[src/rtl/hgp_pkg.sv]
package hgp_pkg;
   // Starvation phase of one application across window boundaries.
   typedef enum logic [1:0] {
      PH_FED      = 2'd0,   // last window had a hit, or fresh from reset
      PH_DRY_ZERO = 2'd1,   // silent streak: next silent window gives 0
      PH_DRY_MAX  = 2'd2    // silent streak: next silent window gives max
   } dry_ph_t;
endpackage

[src/rtl/hgp_interval_timer.sv]
module hgp_interval_timer #(
   parameter int MISS_W = 12
) (
   input  logic clk_i,
   input  logic rst_i,
   input  logic miss_i,
   output logic ivl_end_o
);
   logic [MISS_W-1:0] cnt_q;

   assign ivl_end_o = miss_i && (&cnt_q);

   always_ff @(posedge clk_i) begin
      if (rst_i)       cnt_q <= '0;
      else if (miss_i) cnt_q <= cnt_q + MISS_W'(1);
   end
endmodule

[src/rtl/hgp_monitor_decode.sv]
module hgp_monitor_decode #(
   parameter int SET_W = 12,
   parameter int MON_W = 5
) (
   input  logic [SET_W-1:0] set_i,
   output logic             monitor_o
);
   generate
      if (MON_W == 0) begin : g_none
         logic unused_set;
         assign unused_set = ^set_i;
         assign monitor_o  = 1'b0;
      end else begin : g_match
         assign monitor_o = (set_i[SET_W-1 -: MON_W] == set_i[MON_W-1:0]);
      end
   endgenerate
endmodule

[src/rtl/hgp_app_slot.sv]
module hgp_app_slot
   import hgp_pkg::*;
#(
   parameter int AGE_W   = 4,
   parameter int APP_W   = 2,
   parameter int SLOT_ID = 0
) (
   input  logic             clk_i,
   input  logic             rst_i,
   input  logic             hit_valid_i,
   input  logic [APP_W-1:0] hit_app_i,
   input  logic [AGE_W-1:0] hit_age_i,
   input  logic             ivl_end_i,
   output logic [AGE_W-1:0] limit_o
);
   localparam logic [AGE_W-1:0] AGE_MAX = {AGE_W{1'b1}};

   logic [AGE_W-1:0] peak_q, limit_q, peak_d;
   logic             seen_q, seen_d, mine;
   dry_ph_t          ph_q;

   assign mine    = hit_valid_i && (hit_app_i == APP_W'(SLOT_ID));
   assign limit_o = limit_q;

   // Window state including a hit that arrives this cycle.
   always_comb begin
      peak_d = peak_q;
      seen_d = seen_q;
      if (mine) begin
         seen_d = 1'b1;
         if (hit_age_i > peak_q) peak_d = hit_age_i;
      end
   end

   always_ff @(posedge clk_i) begin
      if (rst_i) begin
         peak_q  <= '0;
         seen_q  <= 1'b0;
         limit_q <= AGE_MAX;
         ph_q    <= PH_FED;
      end else if (ivl_end_i) begin
         peak_q <= '0;
         seen_q <= 1'b0;
         if (seen_d) begin
            limit_q <= (peak_d == AGE_MAX) ? AGE_MAX : peak_d + AGE_W'(1);
            ph_q    <= PH_FED;
         end else begin
            unique case (ph_q)
               PH_FED: begin
                  limit_q <= AGE_MAX;
                  ph_q    <= PH_DRY_ZERO;
               end
               PH_DRY_ZERO: begin
                  limit_q <= '0;
                  ph_q    <= PH_DRY_MAX;
               end
               default: begin
                  limit_q <= AGE_MAX;
                  ph_q    <= PH_DRY_ZERO;
               end
            endcase
         end
      end else begin
         peak_q <= peak_d;
         seen_q <= seen_d;
      end
   end
endmodule

[src/rtl/hitgap_predictor.sv]
module hitgap_predictor #(
   parameter int NUM_APPS = 4,
   parameter int AGE_W    = 4,
   parameter int MISS_W   = 12,
   parameter int SET_W    = 12,
   parameter int MON_W    = 5,
   localparam int APP_W   = (NUM_APPS > 1) ? $clog2(NUM_APPS) : 1
) (
   input  logic                      clk_i,
   input  logic                      rst_i,
   input  logic                      miss_i,
   input  logic                      hit_valid_i,
   input  logic [APP_W-1:0]          hit_app_i,
   input  logic [AGE_W-1:0]          hit_age_i,
   input  logic [APP_W-1:0]          lkp_app_i,
   input  logic [SET_W-1:0]          lkp_set_i,
   output logic [AGE_W-1:0]          lkp_limit_o,
   output logic                      lkp_monitor_o,
   output logic [NUM_APPS*AGE_W-1:0] limit_vec_o
);
   localparam logic [AGE_W-1:0] AGE_MAX = {AGE_W{1'b1}};

   generate
      if (NUM_APPS < 1)         begin : g_bad_apps $error("NUM_APPS must be at least 1"); end
      if (AGE_W < 2 || AGE_W > 8) begin : g_bad_age $error("AGE_W must be 2..8"); end
      if (MISS_W < 1)           begin : g_bad_miss $error("MISS_W must be at least 1"); end
      if (SET_W < 2 * MON_W)    begin : g_bad_mon  $error("SET_W must be >= 2*MON_W"); end
   endgenerate

   logic ivl_end;
   logic mon_hit;
   logic [AGE_W-1:0] lim [NUM_APPS];

   hgp_interval_timer #(.MISS_W(MISS_W)) u_timer (
      .clk_i    (clk_i),
      .rst_i    (rst_i),
      .miss_i   (miss_i),
      .ivl_end_o(ivl_end)
   );

   hgp_monitor_decode #(.SET_W(SET_W), .MON_W(MON_W)) u_mon (
      .set_i    (lkp_set_i),
      .monitor_o(mon_hit)
   );

   for (genvar a = 0; a < NUM_APPS; a++) begin : g_slot
      hgp_app_slot #(.AGE_W(AGE_W), .APP_W(APP_W), .SLOT_ID(a)) u_slot (
         .clk_i      (clk_i),
         .rst_i      (rst_i),
         .hit_valid_i(hit_valid_i),
         .hit_app_i  (hit_app_i),
         .hit_age_i  (hit_age_i),
         .ivl_end_i  (ivl_end),
         .limit_o    (lim[a])
      );
      assign limit_vec_o[a*AGE_W +: AGE_W] = lim[a];
   end

   // Lookup: sampling sets see the maximum; an id past the last slot also does.
   always_comb begin
      lkp_limit_o = AGE_MAX;
      if (!mon_hit) begin
         for (int a = 0; a < NUM_APPS; a++) begin
            if (lkp_app_i == APP_W'(a)) lkp_limit_o = lim[a];
         end
      end
   end

   assign lkp_monitor_o = mon_hit;
endmodule

[config.mk]
export PLATFORM = sky130hd
export DESIGN_NAME = hitgap_predictor
export DESIGN_NICKNAME = d
export VERILOG_FILES = /design/src/rtl/hgp_pkg.sv /design/src/rtl/hgp_interval_timer.sv /design/src/rtl/hgp_monitor_decode.sv /design/src/rtl/hgp_app_slot.sv /design/src/rtl/hitgap_predictor.sv
export SDC_FILE = /design/constraint.sdc
export NUM_CORES = 1
export LEC_CHECK = 0
export ABC_CLOCK_PERIOD_IN_PS = 6800
export CORE_AREA = 2 2 92 94
export CTS_BUF_LIST = sky130_fd_sc_hd__clkbuf_16
export CTS_CLUSTER_SIZE = 8
export DETAILED_ROUTE_END_ITERATION = 8
export DIE_AREA = 0 0 94 96
export PLACE_DENSITY = 0.61
export SLEW_MARGIN = 20
export SYNTH_ARGS = -nofsm -noshare
export SYNTH_HDL_FRONTEND = slang
export SYNTH_SLANG_ARGS = --single-unit
[constraint.sdc]
create_clock -name clk_i -period 6.8 [get_ports clk_i]
set_clock_uncertainty 0.1 [all_clocks]
set_input_delay 1.36 -clock clk_i [delete_from_list [all_inputs] [get_ports clk_i]]
set_output_delay 1.36 -clock clk_i [all_outputs]
set_load 0.01 [all_outputs]
# After elaboration in Yosys (flattened, before gate mapping)
# Cells that the tools add are included.
# op_classes
add_sub_neg	5
order_cmp	4
n_eq_ne	15
n_mux	37
n_reduce_logical	9
# ops
cell	count
2-to-1 mux 4 bit	25
adder 4 x 1 -> 4 bit (second input constant)	4
equality test 4 bit (second input constant)	4
> comparator 4 bit	4
2-to-1 mux 2 bit	8
adder 12 x 1 -> 12 bit (second input constant)	1
equality test 2 x 1 -> 1 bit (second input constant)	6
AND reduction 12 bit	1
equality test 2 bit (second input constant)	4
equality test 5 bit	1
logical AND 1 bit	5
zero test 2 bit	2
2-to-1 mux 1 bit	4
OR reduction 2 bit	1
# word_totals
regBits	56
inputBits	24
out_inout_bits	21
wordCells	87

# Longest topological paths before layout
# logic_depth
ltp_word	6
depth_mapped	13
depth_no_buf	12

# Cells and area by module
# From an unflattened synthesis, not the netlist that was laid out.
# hier_totals
hier_cells	399
hier_area_um2	3484.6
# modules_own_cells
mod	instances	cells_per_inst	area_per_inst_um2	seq_area_each_um2
hgp_app_slot at g_slot[1].u_slot ...	2	82	690.7	220.2
hgp_app_slot at g_slot[3].u_slot	1	78	684.4	220.2
hgp_app_slot at g_slot[0].u_slot	1	82	678.2	220.2
hgp_interval_timer	1	60	551.8	240.2
hitgap_predictor	1	8	130.1	0.0
hgp_monitor_decode	1	7	58.8	0.0

# Least setup slack after synthesis
# No wires, ideal clock.
# synth_timing
kind	input to register
from	in hit_age_i[0]
to	reg g_slot[3].u_slot.limit_q[0]
setup_time_ps	120
arrival_ps	3756
required_time_ps	6580
setup_slack_ps	2824
path_stages	12
path_buffers	1
path_cell_list	clkbuf_1 inv_1 ha_1 nand4_1 nand4_1 a21oi_2 mux2_2 ha_1 and3_1 nand2b_1 mux2i_1 a21oi_1
# synth_via
elab_chain_cells	6
word_cells_on_any_way	7
classes_between	add/sub: 1; order compare: 1; eq/ne: 1; mux: 4
# synth_rtl
item	line_no	text
from (decl)	hitgap_predictor.sv:14	input logic [AGE_W-1:0] hit_age_i,
> comparator 4 bit	hgp_app_slot.sv:31	if (hit_age_i > peak_q) peak_d = hit_age_i;
2-to-1 mux 4 bit *	hgp_app_slot.sv:31	
2-to-1 mux 4 bit *	hgp_app_slot.sv:29	if (mine) begin
via g_slot[3].u_slot.peak_d[0]	hgp_app_slot.sv:18	logic [AGE_W-1:0] peak_q, limit_q, peak_d;
adder 4 x 1 -> 4 bit or equality test 4 bit (tied branches)	hgp_app_slot.sv:45	limit_q <= (peak_d == AGE_MAX) ? AGE_MAX : peak_d + AGE_W'(1);
2-to-1 mux 4 bit *	hgp_app_slot.sv:45	
2-to-1 mux 4 bit *	hgp_app_slot.sv:44	if (seen_d) begin
to (signal assigned)	hgp_app_slot.sv:45	
to (decl)	hgp_app_slot.sv:18	
# Mark *: on every way through the listed nets, which the timed path passes. The rest lies on a longest branch.
# A chain may end at the register's enable or synchronous reset.

# Worst setup path in the final report
# layout_timing
from	in lkp_app_i[1]
to	out lkp_limit_o[3]
# layout_via
elab_chain_cells	6
word_cells_on_any_way	9
classes_between	eq/ne: 3; mux: 5; reduce/logical: 1
# layout_rtl
item	line_no	text
from (decl)	hitgap_predictor.sv:15	input logic [APP_W-1:0] lkp_app_i,
zero test 2 bit	hitgap_predictor.sv:64	if (lkp_app_i == APP_W'(a)) lkp_limit_o = lim[a];
2-to-1 mux 4 bit (3 in a row)	hitgap_predictor.sv:64	
2-to-1 mux 4 bit *	hitgap_predictor.sv:64	
2-to-1 mux 4 bit *	hitgap_predictor.sv:62	if (!mon_hit) begin
to (decl)	hitgap_predictor.sv:17	output logic [AGE_W-1:0] lkp_limit_o,
# Every way passes the cells marked *; elsewhere a longest branch is shown, timed or not.

==> results.toml <==
[grt]
globalRouteOverflowTotal = 0
wire_length_of_the_first_global_routing_pass_um = 12500
grtUsageTotal_pct = 17.5
grt_antenna_before_repair = 0
largest_net_degree_at_the_start_of_global_routing = 36
grt_pass1_vias = 2608

[worst_setup_path]
timing.setup.critical_path_class = "input pin to primary output"
worstPathRequired_ps = 5340
regToRegSetupSlack_ps = 3890
critPathBufInv = 2
timing.critical_path.fanout_max = 4
register_to_register_path_depth = 11
endpoint = "lkp_limit_o[3]"
crit_arrival_ps = 3310
worstPathCellList = "clkdlybuf4s50_1 > mux4_2 > or2_2 > clkdlybuf4s50_1"
worst_path_dominant_cell_family = "buffers and inverters"
cp-startpoint = "lkp_app_i[1]"
critical_path_cell_count = 4
critPathCaptureType = "primary output"
critical-path-slowest-cell = "clkdlybuf4s50_1"
worstSetupStartpointType = "input pin"
regToRegEndpoint = "g_slot[3].u_slot.limit_o[0]$_SDFFE_PP1P_"
critical_path.max_stage_delay_ps = 640
reg2reg_from = "g_slot[3].u_slot.peak_q[3]$_SDFF_PP0_"
timing.critical_path.mode_cell = "clkdlybuf4s50_1"

[drt]
detail_route.vias_per_cell = 5.30
dr.pass1.iters = 4
drtIter0Drc = 86
final_wirelength_um = 7610
drc = 0
dr_total_vias = 2741
ant_nets = 0
wl_per_cell_um = 14.7

[timing]
finalWorstSetupSlack_ps = 2030
final-setup-viol-count = 0
timing_worst_slew_pin_value_ps = 662
final_hold_viol_count = 0
rsz_0062_raised_after_global_routing = "false"
post-route-min-period_ps = 4770
relative_slew_margins_pct = 55.6
maxClockFrequency_ghz = 0.210
min_period_over_period_pct = 70.1
finalSetupTns_ps = 0
slew_violations = 0

[floorplan]
io-pin-count = 45
die_w_um = 94
design.die.area_sq_um = 9020
die-height_um = 96
std_cell_rows = 33
floorplan.initialDensity_pct = 40.1
core_area_sq_um = 8050

[hold_path]
timing.hold.worst.class = "register to register"

[power]
worst_ir_drop_vdd_v = 0.000103
total_power_mw = 0.716
p_leak_nw = 1.38
power.density_cell_area_nw_per_um2 = 184

[synth]
synth_seq_area_share_pct = 34.7
postSynth.asyncResetShare_pct = 0
netlist_top_cells_area = "dfxtp_1 (35%), mux2i_1 (9.0%), ha_1 (7.0%)"
syn-num-nets = 418
ys.warnings.count = 0
netlist-cell-type-count = 49
yosys.area.top_type_share_pct = 34.7
synth_edf_count = 0
post_synth.cell_area_avg_sq_um = 8.58
netlist_area_sq_um = 3230
yosys_register_bits = 56
synth_ff_type = "dfxtp_1"
post_synthesis_cells = 376
netlist.top_cell.by_area = "dfxtp_1"

[finish]
layout-area-overhead-vs-synth_pct = 20.2
antenna-diode-count = 0
stdcell_count = 517
finalNetCount = 453
post_route_cells_drive_above_1_share_pct = 7.28

[clock_network]
insertion_delay_ps = 290
numClockSinks = 56
cts.root.buffer_cell = "clkbuf_16"
htreeDepth = 2
cts_resized = 0
post_cts.repair.setup_buffers = 0
cts_inserted_buffers = 5
cts_buffer_depth = 2
cts.hold.buffers_added = 0
tritoncts_clock_tree = "yes"
clk_transition_reported_paths_ps = 70

[place]
gp_congestion = 0.839
placement.setup.worst_slack_ps = 1960
io_buffers = 42
total_placed_cells_including_tap_cells = 509
hpwl_um = 5760

[run_status]
status = "complete, no violations"

[flow_run]
cap_viol_max_count = 0
cell usage in the layout, fill, tap and decap left out, types with 4 or more instances in the layout:
cell type         n
nand2_1          16
or2_2             5
mux2i_1          29
a21oi_1          40
xnor2_1           5
inv_1            23
o21ai_0           6
nand3_1          13
ha_1             18
nor2_1           57
nor2b_1          12
o211ai_1          5
xor2_1            9
nand4_1           8
nor3_1           10
clkdlybuf4s50_1  42
clkbuf_16         5
a211oi_1          5
dfxtp_1          56
mux4_2            4
cell families after synthesis:
| group | Yosys count | synth area share [%] |
|---|---|---|
| AND/OR/NAND/NOR | 139 | 21.8 |
| XOR/XNOR | 14 | 3.80 |
| adder cells (fa/ha/maj) | 18 | 6.98 |
| flip-flops | 56 | 34.7 |
| AO/OA/AOI/OAI | 76 | 14.9 |
| buffers and inverters | 37 | 4.92 |
| multiplexers | 36 | 12.8 |
synth_stat cells (6+ instances only):
cell type	n
a21oi_1	40
clkbuf_1	7
dfxtp_1	56
ha_1	18
inv_1	22
mux2i_1	29
nand2_1	16
nand3_1	13
nand4_1	8
nor2_1	57
nor2b_1	12
nor3_1	10
o21ai_0	6
xor2_1	9
worst min-delay path: stages, from the launching register on:
cell	delay [ps]
dfxtp_1	320
a21oi_1	60
nor2_1	70
power by group:
part	leakage [nW]	internal (mW)	total (mW)	switching [mW]
Combinational	0.842	0.0377	0.0855	0.0477
Clock	0.0856	0.174	0.291	0.118
Sequential	0.453	0.333	0.339	0.00579
Total	1.38	0.545	0.716	0.171
layer usage:
| metal | track usage [%] | vias up | part of all wire [%] |
|---|---|---|---|
| met5 | 0 | - | 0 |
| met4 | 5.68 | 0 | 1.7 |
| met3 | 2.74 | 9 | 4.5 |
| met2 | 31.4 | 52 | 50 |
| met1 | 21.6 | 1277 | 44 |
| li1 | - | 1403 | - |
final cells by class:
cell class	count	area, sq um
clock buffer	5	125
clock inverter	3	42.5
fill	790	4170
inverter	22	82.6
multi-input combinational	283	1950
sequential	56	1120
tap	105	131
timing repair buffer	43	428
metrics by stage:
step | cell area [sq um] | hold slack (ps) | util, %
floorplan | 3230 | 346 | -
global placement | 3710 | 363 | 46.1
detailed placement | 3710 | 371 | 46.1
CTS | 3880 | 389 | 48.2
global route | 3880 | 427 | 48.2
finish | 3880 | 380 | 48.2
how the worst min path moves through the flow:
stage,startpoint,endpoint,slack [ps],cells after the start
floorplan,g_slot[0].u_slot.ph_q[0]$_SDFFE_PP0P_,g_slot[0].u_slot.ph_q[0]$_SDFFE_PP0P_,350,2
global placement,g_slot[3].u_slot.ph_q[0]$_SDFFE_PP0P_,g_slot[3].u_slot.ph_q[0]$_SDFFE_PP0P_,360,2
detailed placement,g_slot[3].u_slot.ph_q[0]$_SDFFE_PP0P_,g_slot[3].u_slot.ph_q[0]$_SDFFE_PP0P_,370,2
CTS,g_slot[3].u_slot.ph_q[0]$_SDFFE_PP0P_,g_slot[3].u_slot.ph_q[0]$_SDFFE_PP0P_,390,2
global route,g_slot[3].u_slot.ph_q[0]$_SDFFE_PP0P_,g_slot[3].u_slot.ph_q[0]$_SDFFE_PP0P_,430,2
finish,g_slot[3].u_slot.ph_q[0]$_SDFFE_PP0P_,g_slot[3].u_slot.ph_q[0]$_SDFFE_PP0P_,380,2
sequential cells by signal, summed over array words and instances, names as in the netlist:
register	cells
g_slot.u_slot.limit_o	16
g_slot.u_slot.peak_q	16
u_timer.cnt_q	12
g_slot.u_slot.ph_q	8
g_slot.u_slot.seen_q	4
Power figures use the tool's default switching activity.
